`src/rtl/sram_lane_pkg.sv`:
```
package sram_lane_pkg;

    typedef enum logic [1:0] {
        SZ_BYTE = 2'b00,
        SZ_HALF = 2'b01,
        SZ_WORD = 2'b10,
        SZ_BAD  = 2'b11
    } acc_size_e;

    typedef enum logic [1:0] {
        ST_IDLE,
        ST_SETUP,
        ST_STROBE,
        ST_RECOVER
    } ctrl_state_e;

    function automatic int unsigned cdiv(input int unsigned num, input int unsigned den);
        return (num + den - 1) / den;
    endfunction

    function automatic int unsigned umax(input int unsigned a, input int unsigned b);
        return (a > b) ? a : b;
    endfunction

endpackage

```
`src/rtl/sram_lane_decode.sv`:
```
module sram_lane_decode
    import sram_lane_pkg::*;
#(
    parameter int unsigned LANES = 4,
    localparam int unsigned OFFW = $clog2(LANES)
) (
    input  acc_size_e         size,
    input  logic [OFFW-1:0]   offset,
    output logic [LANES-1:0]  lane_mask,
    output logic              reject
);
    always_comb begin
        lane_mask = '0;
        reject    = 1'b0;
        unique case (size)
            SZ_BYTE: lane_mask = LANES'(1) << offset;
            SZ_HALF: begin
                if (offset[0]) reject = 1'b1;
                else           lane_mask = LANES'(3) << offset;
            end
            SZ_WORD: begin
                if (offset != '0) reject = 1'b1;
                else              lane_mask = '1;
            end
            SZ_BAD:  reject = 1'b1;
        endcase
    end
endmodule

```
`src/rtl/sram_strobe_timer.sv`:
```
module sram_strobe_timer #(
    parameter int unsigned CYCLES = 2,
    localparam int unsigned CW = $clog2(CYCLES + 1)
) (
    input  logic clk,
    input  logic rst_n,
    input  logic run,
    output logic last
);
    logic [CW-1:0] cnt;

    assign last = run && (cnt == CW'(CYCLES - 1));

    always_ff @(posedge clk) begin
        if (!rst_n || !run) cnt <= '0;
        else if (!last)     cnt <= cnt + CW'(1);
    end
endmodule

```
`src/rtl/sram_rd_capture.sv`:
```
module sram_rd_capture #(
    parameter int unsigned LANES = 4,
    localparam int unsigned DW = LANES * 8
) (
    input  logic             clk,
    input  logic             rst_n,
    input  logic             sample,
    input  logic [LANES-1:0] lane_mask,
    input  logic [DW-1:0]    bus_data,
    output logic [DW-1:0]    rdata
);
    for (genvar k = 0; k < LANES; k++) begin : g_lane
        always_ff @(posedge clk) begin
            if (!rst_n)
                rdata[8*k +: 8] <= '0;
            else if (sample)
                rdata[8*k +: 8] <= lane_mask[k] ? bus_data[8*k +: 8] : 8'h00;
        end
    end
endmodule

```
`src/rtl/sram_lane_ctrl.sv`:
```
module sram_lane_ctrl
    import sram_lane_pkg::*;
#(
    parameter int unsigned AW            = 17,
    parameter int unsigned LANES         = 4,
    parameter int unsigned CLK_PERIOD_NS = 5,
    parameter int unsigned T_ACC_NS      = 10,
    parameter int unsigned T_WP_NS       = 8,
    parameter int unsigned T_DS_NS       = 6,
    localparam int unsigned DW   = LANES * 8,
    localparam int unsigned OFFW = $clog2(LANES)
) (
    input  logic             clk,
    input  logic             rst_n,
    input  logic             req_valid,
    input  logic             req_write,
    input  logic [AW-1:0]    req_addr,
    input  logic [1:0]       req_size,
    input  logic [OFFW-1:0]  req_offset,
    input  logic [DW-1:0]    req_wdata,
    output logic             busy,
    output logic             rsp_done,
    output logic             rsp_error,
    output logic [DW-1:0]    rsp_rdata,
    output logic [AW-1:0]    mem_addr,
    output logic [LANES-1:0] mem_cs_n,
    output logic             mem_we_n,
    output logic             mem_oe_n,
    output logic [DW-1:0]    mem_wdata,
    output logic             mem_wdata_oe,
    input  logic [DW-1:0]    mem_rdata
);
    localparam int unsigned STROBE_CYC =
        umax(umax(cdiv(T_ACC_NS, CLK_PERIOD_NS), cdiv(T_WP_NS, CLK_PERIOD_NS)),
             umax(cdiv(T_DS_NS, CLK_PERIOD_NS), 1));

    ctrl_state_e      state, state_nx;
    logic [LANES-1:0] dec_mask, mask_q;
    logic             dec_reject;
    logic [AW-1:0]    addr_q;
    logic [DW-1:0]    wdata_q;
    logic             wr_q;
    logic             strobe_last;
    logic             accept, refuse;
    logic             done_q, err_q;

    sram_lane_decode #(.LANES(LANES)) u_decode (
        .size      (acc_size_e'(req_size)),
        .offset    (req_offset),
        .lane_mask (dec_mask),
        .reject    (dec_reject)
    );

    sram_strobe_timer #(.CYCLES(STROBE_CYC)) u_timer (
        .clk   (clk),
        .rst_n (rst_n),
        .run   (state == ST_STROBE),
        .last  (strobe_last)
    );

    sram_rd_capture #(.LANES(LANES)) u_capture (
        .clk       (clk),
        .rst_n     (rst_n),
        .sample    (strobe_last && !wr_q),
        .lane_mask (mask_q),
        .bus_data  (mem_rdata),
        .rdata     (rsp_rdata)
    );

    assign accept = (state == ST_IDLE) && req_valid && !dec_reject;
    assign refuse = (state == ST_IDLE) && req_valid &&  dec_reject;

    // state register
    always_ff @(posedge clk) begin
        if (!rst_n) state <= ST_IDLE;
        else        state <= state_nx;
    end

    always_comb begin
        state_nx = state;
        unique case (state)
            ST_IDLE:    if (accept) state_nx = ST_SETUP;
            ST_SETUP:   state_nx = ST_STROBE;
            ST_STROBE:  if (strobe_last) state_nx = ST_RECOVER;
            ST_RECOVER: state_nx = ST_IDLE;
        endcase
    end

    // request capture and response pulses
    always_ff @(posedge clk) begin
        if (!rst_n) begin
            addr_q  <= '0;
            wdata_q <= '0;
            mask_q  <= '0;
            wr_q    <= 1'b0;
            done_q  <= 1'b0;
            err_q   <= 1'b0;
        end else begin
            if (accept) begin
                addr_q  <= req_addr;
                wdata_q <= req_wdata;
                mask_q  <= dec_mask;
                wr_q    <= req_write;
            end
            done_q <= strobe_last;
            err_q  <= refuse;
        end
    end

    // outputs
    always_comb begin
        mem_cs_n     = '1;
        mem_we_n     = 1'b1;
        mem_oe_n     = 1'b1;
        mem_wdata_oe = 1'b0;
        unique case (state)
            ST_IDLE, ST_SETUP: ;
            ST_STROBE: begin
                mem_cs_n     = ~mask_q;
                mem_we_n     = !wr_q;
                mem_oe_n     = wr_q;
                mem_wdata_oe = wr_q;
            end
            ST_RECOVER: mem_wdata_oe = wr_q;
        endcase
    end

    assign mem_addr  = addr_q;
    assign mem_wdata = wdata_q;
    assign busy      = (state != ST_IDLE);
    assign rsp_done  = done_q;
    assign rsp_error = err_q;

    AST_SEL_GROUP: assert property (@(posedge clk) disable iff (!rst_n)
        (mem_cs_n != '1) |-> ($countones(~mem_cs_n) == 1 || $countones(~mem_cs_n) == 2
                              || $countones(~mem_cs_n) == LANES));
    AST_ADDR_HOLD: assert property (@(posedge clk) disable iff (!rst_n)
        (mem_cs_n != '1) |-> $stable(mem_addr));
    AST_STROBE_EXCL: assert property (@(posedge clk) disable iff (!rst_n)
        !(!mem_we_n && !mem_oe_n));
    AST_WDATA_STABLE: assert property (@(posedge clk) disable iff (!rst_n)
        !mem_we_n |-> $stable(mem_wdata));
    AST_WDATA_HOLD: assert property (@(posedge clk) disable iff (!rst_n)
        $rose(mem_we_n) |-> mem_wdata_oe);
    AST_NO_CONTENTION: assert property (@(posedge clk) disable iff (!rst_n)
        mem_wdata_oe |-> mem_oe_n);
    AST_TURNAROUND: assert property (@(posedge clk) disable iff (!rst_n)
        $fell(mem_oe_n) |-> !$past(mem_wdata_oe));
    AST_DONE_PULSE: assert property (@(posedge clk) disable iff (!rst_n)
        rsp_done |=> !rsp_done);
    AST_ERR_QUIET: assert property (@(posedge clk) disable iff (!rst_n)
        rsp_error |-> (mem_cs_n == '1 && !busy && !rsp_done));
    AST_IDLE_QUIET: assert property (@(posedge clk) disable iff (!rst_n)
        !busy |-> (mem_cs_n == '1 && mem_we_n && mem_oe_n && !mem_wdata_oe));
endmodule

```
`config.mk`:
```
export PLATFORM = sky130hd
export DESIGN_NAME = sram_lane_ctrl
export DESIGN_NICKNAME = d
export VERILOG_FILES = /design/src/rtl/sram_lane_pkg.sv /design/src/rtl/sram_lane_decode.sv /design/src/rtl/sram_strobe_timer.sv /design/src/rtl/sram_rd_capture.sv /design/src/rtl/sram_lane_ctrl.sv
export SDC_FILE = /design/constraint.sdc
export NUM_CORES = 1
export LEC_CHECK = 0
export BUFFER_PORTS_ARGS = -buffer_cell sky130_fd_sc_hd__buf_2
export CAP_MARGIN = 20
export CORE_ASPECT_RATIO = 2
export CORE_MARGIN = 2
export CORE_UTILIZATION = 30
export CTS_BUF_LIST = sky130_fd_sc_hd__clkbuf_8
export DETAILED_ROUTE_END_ITERATION = 8
export PLACE_DENSITY = 0.57
export REMOVE_ABC_BUFFERS = 1
export SETUP_SLACK_MARGIN = 0.3
export SLEW_MARGIN = 20
export SYNTH_ARGS = -nofsm -noshare
export SYNTH_HDL_FRONTEND = slang
export SYNTH_SLANG_ARGS = --single-unit
```
`constraint.sdc`:
```
create_clock -name clk -period 1.9 [get_ports clk]
set_input_delay 0.38 -clock clk [delete_from_list [all_inputs] [get_ports clk]]
set_output_delay 0.38 -clock clk [all_outputs]
set_load 0.005 [all_outputs]
```
[After elaboration in Yosys (flattened, before gate mapping)]
Index checks and enable logic that the tools add are counted.
Storage, ports and cells
  register bits after elaboration: 92
  bits of input ports: 89
  output and inout bits: 91
  word-level logic and storage cells: 58
Cells by class
  add/sub/neg operators: 1
  eq/ne operators: 9
  shifts and indexed selects: 2
  multiplexer cells: 17
  bitwise operators: 1
  reduce and logical (&&, ||, !) cells: 16
Operators with widths (count)
  $mux W8: 4
  $mux W4: 3
  $pmux W4 S3: 1
  $eq A2 B2 Y1 const B: 4
  $pmux W2 S4: 1
  $eq A2 B1 Y1 const B: 3
  $logic_and A1 B1 Y1: 5
  $mux W1: 5
  $logic_not A1 Y1: 4
  $logic_not A2 Y1: 2
  $mux W2: 2
  $ne A2 B2 Y1 const B: 2
  $not A4 Y4: 1
  $reduce_bool A2 Y1: 2
  $shl A1 B2 Y4 const A: 1
  $shl A2 B2 Y4 const A: 1
  $pmux W1 S3: 1
  $add A2 B1 Y2 const B: 1
  $reduce_and A2 Y1: 1
  $reduce_or A2 Y1: 1
  $logic_or A1 B1 Y1: 1

[Depth between registers and ports, before layout]
  depth after elaboration: 7
  gate-level depth with buffers: 9
  mapped depth without buffers: 6

[By module]
Synthesis repeated with hierarchy kept, for this count alone.
Unflattened totals
  cell total of the unflattened synthesis: 437
  area, all modules: 3862.5 um^2
By module, submodules not included
  sram_lane_ctrl: instances 1, cells an instance 265, area each 2297.2 um^2, sequential area each 1161.1 um^2
  sram_rd_capture: instances 1, cells an instance 146, area each 1348.8 um^2, sequential area each 640.6 um^2
  sram_lane_decode: instances 1, cells an instance 16, area each 122.6 um^2, sequential area each 0.0 um^2
  sram_strobe_timer: instances 1, cells an instance 10, area each 93.8 um^2, sequential area each 40.0 um^2

[Worst setup path before layout]
OpenSTA, ideal clock, no wires.
  path kind: reg2reg
  start point: register state[0]
  end point: register u_capture.rdata[0]
  setup time: 0.122 ns
  data arrival time: 1.469 ns
  data required time: 1.778 ns
  setup slack: 0.309 ns
  cell stages (with the launch flop): 10
  buffers on the path: 3
  period minus slack after synthesis: 1.591 ns
  cell sequence: dfxtp_1 > inv_1 > ha_1 > buf_2 > nand2b_1 > or2_2 > clkbuf_1 > buf_2 > nand2_1 > a21boi_0
On the way
  longest elaborated chain between the ends: 3
RTL lines
  from (decl): line sram_lane_ctrl.sv:37  | ctrl_state_e state, state_nx;
  from (signal assigned): line sram_lane_ctrl.sv:76  | else state <= state_nx;
  $eq A2 B2 Y1: line sram_lane_ctrl.sv:57  | .run (state == ST_STROBE),
  $logic_and A1 B1 Y1: line sram_strobe_timer.sv:12  | assign last = run && (cnt == CW'(CYCLES - 1));
  $logic_and A1 B1 Y1: line sram_lane_ctrl.sv:64  | .sample (strobe_last && !wr_q),
  to (signal, indexed assignment): line sram_rd_capture.sv:17  | rdata[8*k +: 8] <= lane_mask[k] ? bus_data[8*k +: 8] : 8'h00;
  to (decl): line sram_rd_capture.sv:10  | output logic [DW-1:0] rdata
No other way between the ends.
A chain may end at the register's enable or synchronous reset.

[Final worst setup path]
  start point: register state[0]
  end point: output port mem_wdata_oe
On the way
  longest elaborated chain between the ends: 3
  elaborated cells on any way between the ends: 4
  classes of those cells: 2 x eq/ne; 1 x mux; 1 x reduce/logical
RTL lines
  $eq A2 B2 Y1: line sram_lane_ctrl.sv:116  | unique case (state)
  $reduce_or A2 Y1 (no source line) *
  $mux W1 *: line sram_lane_ctrl.sv:116
  to (decl): line sram_lane_ctrl.sv:30  | output logic mem_wdata_oe,
Mark *: on every way between the ends. The rest lies on a longest branch, timed or not.

==> flow_summary.json <==
{
  "status": "finished clean",
  "area_growth_pct": 39.5,
  "coreArea_mm2": 0.0120,
  "first_global_vias": 3166,
  "finalCritPeriodShare_pct": 90.3,
  "power.share.sequential_pct": 43.8,
  "antenna_left": 0,
  "power.density_mw_per_mm2": 983,
  "die_y_um": 160,
  "yosysWarnings": 0,
  "drtIter0Drc": 133,
  "netlist.area_leader.share_pct": 50.5,
  "worstSkewPairLatency_ns": 0.36,
  "row_count": 57,
  "crit_buf_inv": 3,
  "htree_levels": 3,
  "crit_slowest_cell": "dfxtp_2",
  "p_total_w": 0.00501,
  "drive_gt1_share_pct": 37.8,
  "whs_ns": 0.244,
  "initial_core_util_pct": 30.5,
  "port_buffers": 179,
  "cts_made_buffers": 9,
  "maxCapViolCount": 0,
  "chipWidth_um": 82.0,
  "drt-total-wl_mm": 9.88,
  "cp.required_ns": 1.52,
  "synthAdderAreaFrac_pct": 1.71,
  "finClkSkew_ns": 0.0107,
  "switching_share_pct": 27.8,
  "nNetsFinal": 702,
  "synthTopCellsByArea": "dfxtp_1 50%, nand3_1 12%, nand2_1 9.4%, a21boi_0 6.2%, o21ai_0 5.9%",
  "power.leakage_nw": 2.29,
  "syn_area_mm2": 0.00365,
  "antenna_found_initial": 0,
  "cp-end-kind": "output pin",
  "synth_compound_area_share_pct": 16.9,
  "crit_type": "reg -> out",
  "grt_usage_pct": 14.4,
  "vias": 3488,
  "slew_headroom_pct": 72.6,
  "synth_top_family_by_area": "simple AND/OR/NAND/NOR gates",
  "clock-sinks": 92,
  "cp_cell_sequence": "inv_2, ha_4, buf_6, o21a_1, buf_2",
  "cts_tree": "done",
  "yosysTopAreaCell": "dfxtp_1",
  "syn_inst": 436,
  "cts_max_path_buffers": 2,
  "yosys.area_share.simple_pct": 23.5,
  "synth_xor_area_share_pct": 0.480,
  "maxSlewViolCount": 0,
  "p_int_w": 0.00362,
  "clock.fmax_mhz": 583,
  "cts.clk_slew.worst_paths_ns": 0.09,
  "root_buffer": "clkbuf_8",
  "worstSetupStartpointType": "flop",
  "slowest_delay_ns": 0.34,
  "firstDrtPassIters": 4,
  "rsz0062_at_grt": "yes",
  "crit_fanout": 5,
  "tightest_slew_ns": 0.411,
  "ys_types": 33,
  "finalHoldViolCount": 0,
  "seq_area_frac_synth_pct": 50.5,
  "cp_top_family": "flip-flops",
  "drc": 0,
  "comb_power_share_pct": 21.4,
  "place_congestion": 0.683,
  "finalSetupViolCount": 0,
  "avgViaCountPerCell": 4.59,
  "synth-async-reset-ratio_pct": 0,
  "fin_crit_ns": 1.72,
  "hp-class": "in -> reg",
  "place_hpwl_mm": 6.85,
  "p_switching_w": 0.00139,
  "synth_ff_type": "dfxtp_1",
  "syn_area_per_cell_um2": 8.37,
  "synth_seq_cells": 92,
  "grt_max_degree": 59,
  "synth-edff-count": 0,
  "synthMuxAreaShare_pct": 0.549,
  "wire_per_inst_um": 13.0,
  "grt_pass1_wl_mm": 14.9,
  "max-vdd-ir-drop_mv": 0.479,
  "die_area_mm2": 0.0131,
  "io_pins": 180,
  "n_antenna_cell": 0,
  "critPathArrivalTime_ns": 1.34,
  "power_frac_clock_pct": 34.8,
  "grt-ovfl-total": 0
}
[logic make-up (layout without fill, tap and decap cells)]
| group | count (synthesis) | in the layout |
|---|---|---|
| xor gates and xnor gates | 2 | 2 |
| AOI/OAI and AO/OA | 98 | 98 |
| muxes | 2 | 2 |
| adders and majority gates | 5 | 5 |
| and+or+nand+nor | 192 | 194 |
| DFF | 92 | 92 |
| buffers and inverters | 45 | 220 |
[worst paths after layout]
kind / from / to / slack (ns) / cells after the start
max: state[0]$_SDFFE_PN0P_ / mem_wdata_oe / 0.18 / 5
min: req_wdata[0] / mem_wdata[0]$_SDFFE_PN0P_ / 0.24 / 3
max reg2reg: state[0]$_SDFFE_PN0P_ / u_capture.rdata[8]$_SDFFE_PN0P_ / 0.33 / 9
min reg2reg: mem_addr[14]$_SDFFE_PN0P_ / mem_addr[14]$_SDFFE_PN0P_ / 0.46 / 2
[per-layer routing]
layer  track usage [%]  routed length [um]  up-vias
met2              21.0                4040      152
met4              6.36                 172        0
met3              5.59                1220       12
met1              18.5                4440     1502
met5                 0                   0        -
li1                  -                   -     1822
[flip-flops by register name, indices dropped and copies added (netlist names)]
register / flops
mem_wdata: 32
u_capture.rdata: 32
mem_addr: 17
mask_q: 4
state: 2
u_timer.cnt: 2
rsp_done: 1
rsp_error: 1
wr_q: 1
[cell usage after synthesis (all sizes together), types with 2 or more instances]
library cell / instances
dfxtp: 92
nand2: 91
nand3: 85
o21ai: 54
a21boi: 33
clkbuf: 25
buf: 15
nor2: 6
ha: 5
inv: 5
a21oi: 3
nand2b: 3
mux2i: 2
nand3b: 2
nor3: 2
o21a: 2
[final cells by class]
type / count / area (um^2)
repair buffers: 199 / 1130
fillers: 1217 / 6890
well taps: 147 / 184
inverters: 5 / 18.8
flip-flops and latches: 92 / 1850
clock inverters: 7 / 146
multi-input cells: 301 / 1640
clock buffers: 9 / 124
[tightest hold or removal path, delay by kind of cell]
kind	cells	cell delay, ns
AO/OA/AOI/OAI	1	0.05
buffers and inverters	1	0.09
AND/OR/NAND/NOR	1	0.05
[power by group through the flow]
stage / sequential (W) / clock [W] / combinational [W]
floorplan: 0.00223 / 0 / 0.000397
global placement: 0.00221 / 0 / 0.000866
global route: 0.00222 / 0.00187 / 0.00120
CTS: 0.00219 / 0.00180 / 0.000931
finish: 0.00219 / 0.00174 / 0.00107
detailed placement: 0.00222 / 0 / 0.000875
[metrics by stage]
step | instance area, um^2 | TNS [ns] | worst slack, ns | util, % | instances
floorplan | 3440 | -19.71 | -0.326 | - | 396
global placement | 4640 | 0 | 0.203 | 38.7 | 733
detailed placement | 4640 | 0 | 0.151 | 38.7 | 733
CTS | 4950 | 0 | 0.169 | 41.4 | 752
global route | 5090 | 0 | 0.122 | 42.5 | 760
finish | 5090 | 0 | 0.184 | 42.5 | 760
[cell usage in the layout (no fill, tap or decap), types with 5 or more instances in the layout]
cell type    n
buf_2      176
dfxtp_1     90
nand2_1     88
nand3_1     85
o21ai_0     43
a21boi_0    29
buf_4       13
o21ai_1     11
clkbuf_8     9
buf_6        6
nor2_1       5
[timing repair]
action / in CTS / in global routing
hold buffers: 0 / 0
gates cloned: 1 / 2
pin swaps: 1 / 3
buffers inserted: 2 / 6
resized for setup: 8 / 20
setup endpoints to repair: 63 / 60
Note: power is estimated with default switching activity, not from simulation.
